==> config.mk <==
export PLATFORM = sky130hd
export DESIGN_NAME = spi_hold_frontend
export DESIGN_NICKNAME = d
export VERILOG_FILES = /design/src/rtl/spi_fe_pkg.sv /design/src/rtl/spi_fe_sync.sv /design/src/rtl/spi_fe_hold.sv /design/src/rtl/spi_fe_shift.sv /design/src/rtl/spi_hold_frontend.sv
export SDC_FILE = /design/constraint.sdc
export NUM_CORES = 1
export LEC_CHECK = 0
export BUFFER_PORTS_ARGS = -buffer_cell sky130_fd_sc_hd__buf_2
export CAP_MARGIN = 20
export CORE_MARGIN = 2
export CORE_UTILIZATION = 37
export CTS_CLUSTER_DIAMETER = 40
export CTS_CLUSTER_SIZE = 16
export DETAILED_ROUTE_END_ITERATION = 6
export PLACE_DENSITY_LB_ADDON = 0.25
export SLEW_MARGIN = 15
export SYNTH_ARGS = -nofsm -noshare
export SYNTH_HDL_FRONTEND = slang
export SYNTH_SLANG_ARGS = --single-unit
==> constraint.sdc <==
create_clock -name clk_i -period 1.7 [get_ports clk_i]
set_input_delay 0.085 -clock clk_i [delete_from_list [all_inputs] [get_ports clk_i]]
set_output_delay 0.085 -clock clk_i [all_outputs]
set_load 0.02 [all_outputs]
==> src/rtl/spi_fe_pkg.sv <==
package spi_fe_pkg;
  typedef struct packed {
    logic cs_n;
    logic sck;
    logic mosi;
    logic hold_n;
  } spi_pins_t;

  localparam int PIN_CNT = $bits(spi_pins_t);
  localparam spi_pins_t PINS_IDLE = '{cs_n: 1'b1, sck: 1'b0, mosi: 1'b0, hold_n: 1'b1};
endpackage

==> src/rtl/spi_fe_sync.sv <==
module spi_fe_sync #(
  parameter int            WIDTH   = 4,
  parameter int            STAGES  = 2,
  parameter logic [WIDTH-1:0] RST_VAL = '0
) (
  input  logic             clk_i,
  input  logic             rst_ni,
  input  logic [WIDTH-1:0] d_i,
  output logic [WIDTH-1:0] q_o
);
  logic [STAGES-1:0][WIDTH-1:0] stage_q;

  for (genvar s = 0; s < STAGES; s++) begin : g_stage
    if (s == 0) begin : g_first
      always_ff @(posedge clk_i or negedge rst_ni)
        if (!rst_ni) stage_q[s] <= RST_VAL;
        else         stage_q[s] <= d_i;
    end else begin : g_next
      always_ff @(posedge clk_i or negedge rst_ni)
        if (!rst_ni) stage_q[s] <= RST_VAL;
        else         stage_q[s] <= stage_q[s-1];
    end
  end

  assign q_o = stage_q[STAGES-1];
endmodule

==> src/rtl/spi_fe_hold.sv <==
module spi_fe_hold (
  input  logic clk_i,
  input  logic rst_ni,
  input  logic cs_n_s_i,
  input  logic sck_s_i,
  input  logic hold_n_s_i,
  output logic held_o
);
  logic held_q;

  // state changes only at a low clock level
  always_ff @(posedge clk_i or negedge rst_ni) begin
    if (!rst_ni)                                   held_q <= 1'b0;
    else if (cs_n_s_i)                             held_q <= 1'b0;
    else if (!held_q && !hold_n_s_i && !sck_s_i)   held_q <= 1'b1;
    else if (held_q && hold_n_s_i && !sck_s_i)     held_q <= 1'b0;
  end

  assign held_o = held_q;

  AST_HOLD_ENTRY_CLK_LOW: assert property (@(posedge clk_i) disable iff (!rst_ni)
    $rose(held_q) |-> $past(!sck_s_i && !hold_n_s_i));
  AST_HOLD_EXIT_CLK_LOW: assert property (@(posedge clk_i) disable iff (!rst_ni)
    $fell(held_q) |-> $past(cs_n_s_i || (!sck_s_i && hold_n_s_i)));
  AST_HOLD_CLEARED_DESELECT: assert property (@(posedge clk_i) disable iff (!rst_ni)
    cs_n_s_i |=> !held_q);
endmodule

==> src/rtl/spi_fe_shift.sv <==
module spi_fe_shift #(
  parameter int BYTE_W = 8,
  parameter int IDX_W  = 4
) (
  input  logic              clk_i,
  input  logic              rst_ni,
  input  logic              cs_n_s_i,
  input  logic              cs_rise_i,
  input  logic              held_i,
  input  logic              rise_ok_i,
  input  logic              fall_ok_i,
  input  logic              mosi_s_i,
  input  logic [BYTE_W-1:0] tx_byte_i,
  output logic [BYTE_W-1:0] rx_byte_o,
  output logic              rx_valid_o,
  output logic [IDX_W-1:0]  rx_index_o,
  output logic              tx_load_o,
  output logic              abort_o,
  output logic              miso_bit_o
);
  localparam int CNT_W = (BYTE_W > 1) ? $clog2(BYTE_W) : 1;
  localparam logic [CNT_W-1:0] LAST_BIT = CNT_W'(BYTE_W - 1);
  localparam logic [IDX_W-1:0] IDX_MAX  = '1;

  logic [CNT_W-1:0]  bit_cnt_q;
  logic [IDX_W-1:0]  byte_idx_q;
  logic [BYTE_W-1:0] rx_sh_q, tx_sh_q;
  logic [BYTE_W-1:0] rx_next;
  logic              byte_done;

  assign rx_next   = {rx_sh_q[BYTE_W-2:0], mosi_s_i};
  assign byte_done = rise_ok_i && (bit_cnt_q == LAST_BIT);

  always_ff @(posedge clk_i or negedge rst_ni) begin
    if (!rst_ni) begin
      bit_cnt_q  <= '0;
      byte_idx_q <= '0;
      rx_sh_q    <= '0;
    end else if (cs_n_s_i) begin
      bit_cnt_q  <= '0;
      byte_idx_q <= '0;
    end else if (rise_ok_i) begin
      rx_sh_q   <= rx_next;
      bit_cnt_q <= byte_done ? '0 : bit_cnt_q + 1'b1;
      if (byte_done && byte_idx_q != IDX_MAX) byte_idx_q <= byte_idx_q + 1'b1;
    end
  end

  always_ff @(posedge clk_i or negedge rst_ni) begin
    if (!rst_ni) begin
      rx_valid_o <= 1'b0;
      rx_byte_o  <= '0;
      rx_index_o <= '0;
      abort_o    <= 1'b0;
    end else begin
      rx_valid_o <= byte_done && !cs_n_s_i;
      abort_o    <= cs_rise_i && (bit_cnt_q != '0 || held_i);
      if (byte_done && !cs_n_s_i) begin
        rx_byte_o  <= rx_next;
        rx_index_o <= byte_idx_q;
      end
    end
  end

  // output side: reload on the first falling edge of each byte
  always_ff @(posedge clk_i or negedge rst_ni) begin
    if (!rst_ni) begin
      tx_sh_q    <= '0;
      miso_bit_o <= 1'b0;
      tx_load_o  <= 1'b0;
    end else begin
      tx_load_o <= 1'b0;
      if (cs_n_s_i) begin
        tx_sh_q    <= '0;
        miso_bit_o <= 1'b0;
      end else if (fall_ok_i) begin
        if (bit_cnt_q == '0) begin
          miso_bit_o <= tx_byte_i[BYTE_W-1];
          tx_sh_q    <= {tx_byte_i[BYTE_W-2:0], 1'b0};
          tx_load_o  <= 1'b1;
        end else begin
          miso_bit_o <= tx_sh_q[BYTE_W-1];
          tx_sh_q    <= {tx_sh_q[BYTE_W-2:0], 1'b0};
        end
      end
    end
  end

  AST_VALID_SINGLE: assert property (@(posedge clk_i) disable iff (!rst_ni)
    rx_valid_o |=> !rx_valid_o);
  AST_INDEX_MONOTONIC: assert property (@(posedge clk_i) disable iff (!rst_ni)
    (!cs_n_s_i && $past(!cs_n_s_i)) |-> byte_idx_q >= $past(byte_idx_q));
  AST_ABORT_DESELECTED: assert property (@(posedge clk_i) disable iff (!rst_ni)
    abort_o |-> cs_n_s_i);
  AST_LOAD_SINGLE: assert property (@(posedge clk_i) disable iff (!rst_ni)
    tx_load_o |=> !tx_load_o);
endmodule

==> src/rtl/spi_hold_frontend.sv <==
module spi_hold_frontend
  import spi_fe_pkg::*;
#(
  parameter int BYTE_W      = 8,
  parameter int IDX_W       = 4,
  parameter int SYNC_STAGES = 2
) (
  input  logic              clk_i,
  input  logic              rst_ni,
  input  logic              cs_n_i,
  input  logic              sck_i,
  input  logic              mosi_i,
  input  logic              hold_n_i,
  input  logic              tx_en_i,
  input  logic [BYTE_W-1:0] tx_byte_i,
  output logic [BYTE_W-1:0] rx_byte_o,
  output logic              rx_valid_o,
  output logic [IDX_W-1:0]  rx_index_o,
  output logic              tx_load_o,
  output logic              cmd_abort_o,
  output logic              miso_o,
  output logic              miso_oe_o
);
  spi_pins_t pins_raw, pins_s;
  logic      cs_d_q, sck_d_q;
  logic      cs_rise, sck_rise, sck_fall;
  logic      held, rise_ok, fall_ok;
  logic      oe_q;

  assign pins_raw = '{cs_n: cs_n_i, sck: sck_i, mosi: mosi_i, hold_n: hold_n_i};

  spi_fe_sync #(
    .WIDTH  (PIN_CNT),
    .STAGES (SYNC_STAGES),
    .RST_VAL(PINS_IDLE)
  ) u_sync (
    .clk_i (clk_i),
    .rst_ni(rst_ni),
    .d_i   (pins_raw),
    .q_o   (pins_s)
  );

  always_ff @(posedge clk_i or negedge rst_ni) begin
    if (!rst_ni) begin
      cs_d_q  <= 1'b1;
      sck_d_q <= 1'b0;
    end else begin
      cs_d_q  <= pins_s.cs_n;
      sck_d_q <= pins_s.sck;
    end
  end

  assign cs_rise  = !cs_d_q && pins_s.cs_n;
  assign sck_rise = !sck_d_q && pins_s.sck;
  assign sck_fall = sck_d_q && !pins_s.sck;
  assign rise_ok  = sck_rise && !pins_s.cs_n && !held;
  assign fall_ok  = sck_fall && !pins_s.cs_n && !held;

  spi_fe_hold u_hold (
    .clk_i     (clk_i),
    .rst_ni    (rst_ni),
    .cs_n_s_i  (pins_s.cs_n),
    .sck_s_i   (pins_s.sck),
    .hold_n_s_i(pins_s.hold_n),
    .held_o    (held)
  );

  spi_fe_shift #(
    .BYTE_W(BYTE_W),
    .IDX_W (IDX_W)
  ) u_shift (
    .clk_i     (clk_i),
    .rst_ni    (rst_ni),
    .cs_n_s_i  (pins_s.cs_n),
    .cs_rise_i (cs_rise),
    .held_i    (held),
    .rise_ok_i (rise_ok),
    .fall_ok_i (fall_ok),
    .mosi_s_i  (pins_s.mosi),
    .tx_byte_i (tx_byte_i),
    .rx_byte_o (rx_byte_o),
    .rx_valid_o(rx_valid_o),
    .rx_index_o(rx_index_o),
    .tx_load_o (tx_load_o),
    .abort_o   (cmd_abort_o),
    .miso_bit_o(miso_o)
  );

  always_ff @(posedge clk_i or negedge rst_ni)
    if (!rst_ni) oe_q <= 1'b0;
    else         oe_q <= !pins_s.cs_n && !held && tx_en_i;

  assign miso_oe_o = oe_q;

  AST_OE_OFF_DESELECTED: assert property (@(posedge clk_i) disable iff (!rst_ni)
    pins_s.cs_n |=> !miso_oe_o);
  AST_OE_OFF_HELD: assert property (@(posedge clk_i) disable iff (!rst_ni)
    held |=> !miso_oe_o);
  AST_NO_SAMPLE_DESELECTED: assert property (@(posedge clk_i) disable iff (!rst_ni)
    pins_s.cs_n |=> !rx_valid_o);
endmodule

Word-level counts from Yosys, hierarchy flattened
Index checks and enable logic that the tools add are counted.
{"block": "op_classes", "addsub": 2, "multipliers": 0, "div_mod_pow": 0, "n_lt_le_gt_ge": 0, "n_eq_ne": 2, "shifts": 0, "mux": 18, "bitwise_logic": 1, "n_reduce_logical": 32}
{"op": "8-bit 2-to-1 mux", "n": 3}
{"op": "1-bit logical AND", "n": 17}
{"op": "4-bit 2-to-1 mux", "n": 3}
{"op": "1-bit 2-to-1 mux", "n": 9}
{"op": "3-bit 2-to-1 mux", "n": 3}
{"op": "1-bit zero test", "n": 6}
{"op": "2-bit nonzero test", "n": 3}
{"op": "3-bit nonzero test", "n": 2}
{"op": "4-bit by 1-bit adder with 4-bit output, second input constant", "n": 1}
{"op": "4-bit != test, second input constant", "n": 1}
{"op": "2-bit AND reduction", "n": 2}
{"op": "3-bit by 1-bit adder with 3-bit output, second input constant", "n": 1}
{"op": "3-bit equality test, second input constant", "n": 1}
{"op": "3-bit zero test", "n": 1}
{"op": "1-bit logical OR", "n": 1}
{"op": "1-bit NOT", "n": 1}
{"block": "totals", "ff_bits": 50, "latchBits": 0, "mem_bits_rw": 0, "mem_bits_ro": 0, "input_bits": 15, "out_inout_bits": 17, "elab_cells": 71, "mem_count": 0}

Logic depth before layout (Yosys ltp)
{"block": "depth", "word_depth": 9, "depth_mapped": 6, "ltp_nobuf": 5}

Modules after synthesis
A second synthesis with hierarchy kept.
{"block": "hier_totals", "hier_cells": 147, "hier_area_um2": 2068.2}
{"mod": "spi_fe_shift", "n_inst": 1, "cells_per_inst": 124, "area_each_um2": 1681.6, "seq_area_each_um2": 925.9}
{"mod": "spi_fe_sync", "n_inst": 1, "cells_per_inst": 12, "area_each_um2": 235.2, "seq_area_each_um2": 205.2}
{"mod": "spi_hold_frontend", "n_inst": 1, "cells_per_inst": 7, "area_each_um2": 107.6, "seq_area_each_um2": 76.3}
{"mod": "spi_fe_hold", "n_inst": 1, "cells_per_inst": 4, "area_each_um2": 43.8, "seq_area_each_um2": 25.0}

Least setup slack after synthesis
Ideal clock, no wire load.
{"block": "synth_path", "path_type": "register to register", "start": "reg u_sync.stage_q, in the netlist u_sync.q_o[3]", "end": "reg u_shift.rx_byte_o[0]", "setup_ns": 0.125, "arrival_ns": 1.522, "required_ns": 1.575, "slack_ns": 0.053, "stages_incl_launch_ff": 6, "path_buffers": 2, "synth_period_minus_slack_ns": 1.647, "cell_sequence": "dfstp_2 > buf_6 > nor4b_4 > nand2_2 > buf_6 > mux2_4"}
{"block": "synth_via", "elab_chain_len": 5}
{"item": "start, declared", "line_no": "spi_fe_sync.sv:11", "source": "logic [STAGES-1:0][WIDTH-1:0] stage_q;"}
{"item": "start signal, assigned by index", "line_no": "spi_fe_sync.sv:21", "source": "else stage_q[s] <= stage_q[s-1];"}
{"item": "1-bit zero test (*)", "line_no": "spi_fe_shift.sv:58, spi_hold_frontend.sv:56"}
{"item": "1-bit logical AND (2 in series)", "line_no": "spi_hold_frontend.sv:56", "source": "assign rise_ok = sck_rise && !pins_s.cs_n && !held;"}
{"item": "1-bit logical AND", "line_no": "spi_fe_shift.sv:32", "source": "assign byte_done = rise_ok_i && (bit_cnt_q == LAST_BIT);"}
{"item": "1-bit logical AND (*)", "line_no": "spi_fe_shift.sv:58", "source": "if (byte_done && !cs_n_s_i) begin"}
{"item": "end signal, assigned", "line_no": "spi_fe_shift.sv:59", "source": "rx_byte_o <= rx_next;"}
{"item": "end, declared", "line_no": "spi_fe_shift.sv:14", "source": "output logic [BYTE_W-1:0] rx_byte_o,"}
Every way passes the cells marked *; elsewhere a longest branch is shown, timed or not.
A chain may end at the register's enable or synchronous reset.

Final worst setup path
{"block": "layout_path", "start": "reg u_hold.held_q (netlist: u_hold.held_o)", "end": "reg u_shift.byte_idx_q[1]"}
{"block": "layout_via", "elab_chain_len": 6, "word_cells_on_any_way": 7, "cone_classes": "reduce/logical (7)"}
{"item": "start, declared", "line_no": "spi_fe_hold.sv:9", "source": "logic held_q;"}
{"item": "start signal, assigned", "line_no": "spi_fe_hold.sv:13", "source": "if (!rst_ni) held_q <= 1'b0;"}
{"item": "start signal, assigned", "line_no": "spi_fe_hold.sv:14", "source": "else if (cs_n_s_i) held_q <= 1'b0;"}
{"item": "start signal, assigned", "line_no": "spi_fe_hold.sv:15", "source": "else if (!held_q && !hold_n_s_i && !sck_s_i) held_q <= 1'b1;"}
{"item": "1-bit zero test (*)", "line_no": "spi_hold_frontend.sv:56"}
{"item": "1-bit logical AND (*)", "line_no": "spi_hold_frontend.sv:56"}
{"item": "1-bit logical AND", "line_no": "spi_fe_shift.sv:32"}
{"item": "1-bit logical AND", "line_no": "spi_fe_shift.sv:45", "source": "if (byte_done && byte_idx_q != IDX_MAX) byte_idx_q <= byte_idx_q + 1'b1;"}
{"item": "2-bit nonzero test (no source line)"}
{"item": "2-bit AND reduction (no source line) (*)"}
{"item": "end signal, assigned", "line_no": "spi_fe_shift.sv:45"}
{"item": "end, declared", "line_no": "spi_fe_shift.sv:26", "source": "logic [IDX_W-1:0] byte_idx_q;"}
Marks and branches as above.

==> key figures <==
Floorplan
  • Num ports: 32
  • # rows: 26
  • Die X: 77.54 um
  • Initial Util: 38.68%
  • Floorplan core area: 5172 um^2
  • Total Die Area: 6012 um^2
  • Die Height: just under 80 um

Synth
  • Ys async rst share: 100.0%
  • Leading register cell type out of synthesis: dfrtp_1
  • Seq/Total Area, Yosys: 61.60%
  • Syn Inst Count: about 160
  • Number of synthesized flops with an enable pin: 0
  • Mapped cell area: 2001 um^2
  • Ys Warns: 0
  • Unique masters post-synth: 27
  • #FFs+latches synth: 49
  • Synthesized area per cell: 12.91 um^2
  • Synthesized net count: 174

Clock tree
  • Clk buf depth: 2
  • Num CTS Buffers: 5
  • Clk slew on worst S/H paths: 0.08 ns
  • Clk_lat worst skew: 0.30 ns
  • CTS tree: done
  • Clock Tree Root: clkbuf_8
  • H-tree levels: 2
  • CTS sink count: 49

Detailed routing
  • Vias: 1276
  • DR vias/cell: 4.726
  • Antenna-violating nets left: 0
  • Initial DRC Count: about 110
  • Post-DR wirelength/cell: approximately 12 um
  • Final wirelength: 3.365 mm
  • DRC viols: 0
  • Pre-antenna DRT Iters: 4

Worst setup path
  • WP buf/inv: 1
  • Crit Path Max Fanout: 10
  • Critical path arrival: 1.79 ns
  • Critical Path, Cell by Cell: nor4b_4 > buf_4 > nand3_1 > mux2_2
  • CP startpoint kind: flip-flop
  • Critical Path Sink Type: flip-flop
  • Critical path's top delay family: simple AND/OR/NAND/NOR gates
  • WP data required: 1.89 ns
  • Slowest CP cell: dfrtp_1
  • Critical path class: reg -> reg
  • Crit-path max cell delay: around 0.45 ns

Timing
  • Pins Over Slew Limit: 0
  • Final hold vios: 0
  • Period utilization: 94.13%
  • Layout Skew: 0.007458 ns
  • Setup TNS: 0 ns
  • RSZ-0062 raised after global routing: no
  • Max-slew headroom: 79.46%
  • Slew @ Worst Pin: 0.3068 ns
  • Final Setup Violations: 0
  • Final min period: 1.600 ns
  • Achievable Freq: around 0.62 GHz

GRT
  • Total track usage: 12.50%
  • Initial antenna violation count: 0
  • Largest net degree at the start of global routing: 50
  • Vias in the first global route: 1320
  • GR Overflow Total: 0
  • First-pass GRT wire length: 5.920 mm

Finish
  • Antenna fix cells: 0
  • Multi-input combinational cell area: 715.7 um^2
  • Layout area overhead: 21.20%
  • Non-filler cells, final: 270
  • Register area: 1232 um^2
  • Fillers: ~490
  • Final #Nets: ~220
  • Share of cells above drive strength 1: roughly a third

Run status
  • Status: finished clean

Job
  • Max cap viols: 0

Placement
  • # port buffers: 31
  • Placed insts: 257
  • Post-DP HPWL: 2.371 mm
  • Final RePlAce weighted congestion: 0.7171

Worst hold path
  • Min-Delay Path Class: in -> reg

Power
  • Peak VDD IR: 0.3995 mV
  • Power Density: 872.0 nW/um^2
  • Leak: 1.288 nW
[registers in the layout, indices dropped and copies added, names as in the netlist, 3 cells and up]
name / cells
u_shift.bit_cnt_q: 3
u_shift.byte_idx_q: 4
u_shift.rx_byte_o: 8
u_shift.rx_index_o: 4
u_shift.rx_sh_q: 7
u_shift.tx_sh_q: 7
u_sync.q_o: 4
u_sync.stage_q: 4
[layout make-up]
cell class	count	share of cell area, %
inverters	3	0.4644
flip-flops and latches	49	50.83
well taps	70	3.612
repair buffers	45	12.28
multi-input cells	95	29.51
clock buffers	8	3.302
[report_power, final]
| part | switching, W | internal [W] | total (W) |
|---|---|---|---|
| clock network | 0.000347 | 0.000292 | 0.000640 |
| logic | 0.0000980 | 0.0000874 | 0.000185 |
| registers | 0.0000494 | 0.00124 | 0.00129 |
[worst paths after layout]
| path | from | endpoint | slack [ns] | depth (start not counted) |
|---|---|---|---|---|
| worst max-delay path | u_hold.held_o | u_shift.byte_idx_q[1] | 0.1 | 4 |
| worst min-delay path | tx_byte_i[0] | u_shift.tx_sh_q[1] | 0.04 | 3 |
| worst max register to register | u_hold.held_o | u_shift.byte_idx_q[1] | 0.1 | 4 |
| worst min register to register | u_sync.stage_q[0] | u_sync.q_o[0] | 0.36 | 0 |
| max in group asynchronous | rst_ni | u_sync.q_o[3] | 1.12 | 3 |
| min in group asynchronous | rst_ni | u_shift.rx_valid_o | 0.29 | 3 |
[worst register-to-register path, stage by stage, from the launching register on]
cell and delay, ns:
dfrtp_1 0.45, nor4b_4 0.37, buf_4 0.23, nand3_1 0.14
mux2_2 0.30
[cells in the final DEF (no fill, tap or decap)]
master and instances:
dfrtp_1 44, buf_2 31, nand2_1 23, nand3b_1 10, mux2_4 9, o21ai_0 9, mux2i_1 8, buf_4 7
nor2_1 5, clkbuf_8 5, dfstp_2 5, dlygate4sd3_1 5, mux2_2 4, ha_1 4, inv_1 3, nand2b_1 3
nor2b_1 3, clkbuf_1 3, nor3b_1 2, o31ai_1 2, a311oi_1 2, nand3_1 2, a21oi_1 2, buf_12 2
nor4b_4 1, nand2_2 1, or4b_4 1, or4b_1 1, or3_1 1, a31oi_1 1, and4_1 1
[per-layer routing]
layer / vias up / track usage [%] / wire, um
met5: - / 0 / 0
met4: 0 / 5.536 / 77
met3: 9 / 3.721 / 144
met2: 25 / 19.74 / 1601
met1: 624 / 15.94 / 1542
li1: 618 / - / -
[what timing repair did]
| action | 4_1_cts | 5_1_grt |
|---|---|---|
| setup endpoints to repair | 0 | 8 |
| buffers inserted | 0 | 0 |
| hold endpoints to repair | 48 | 0 |
| gates resized for setup | 0 | 1 |
| hold buffers | 5 | 0 |
[logic make-up after synthesis]
kind of cell / count (synthesis) / share of synthesized area, %
flip-flops: 49 / 61.60
multiplexers: 21 / 13.01
adder cells (fa/ha/maj): 4 / 2.502
AO/OA/AOI/OAI: 16 / 4.690
AND/OR/NAND/NOR: 54 / 15.38
buffers and inverters: 11 / 2.814
[cell usage after synthesis, types with 4 or more instances]
cell type,n,share of area [%]
nand3b_1,10,3.8
dfrtp_1,44,55
dfstp_2,5,6.6
nand2_1,23,4.3
ha_1,4,2.5
mux2i_1,8,4.0
mux2_2,4,2.3
clkbuf_1,5,0.94
mux2_4,9,6.8
o21ai_0,9,2.3
nor2_1,5,0.94
[through the flow]
stage / hold WS, ns / worst slack [ns] / cell area, um^2 / power [W] / utilization, %
floorplan: -0.2106 / 0.05273 / 2001 / 0.001405 / -
global placement: 0.08791 / 0.1379 / 2291 / 0.001481 / 44.29
detailed placement: 0.08850 / 0.05145 / 2291 / 0.001493 / 44.29
CTS: 0.03205 / 0.04596 / 2421 / 0.002151 / 46.81
global route: 0.06178 / 0.03516 / 2425 / 0.002229 / 46.88
finish: 0.04467 / 0.09971 / 2425 / 0.002114 / 46.88
(Power assumes the default switching activity.)
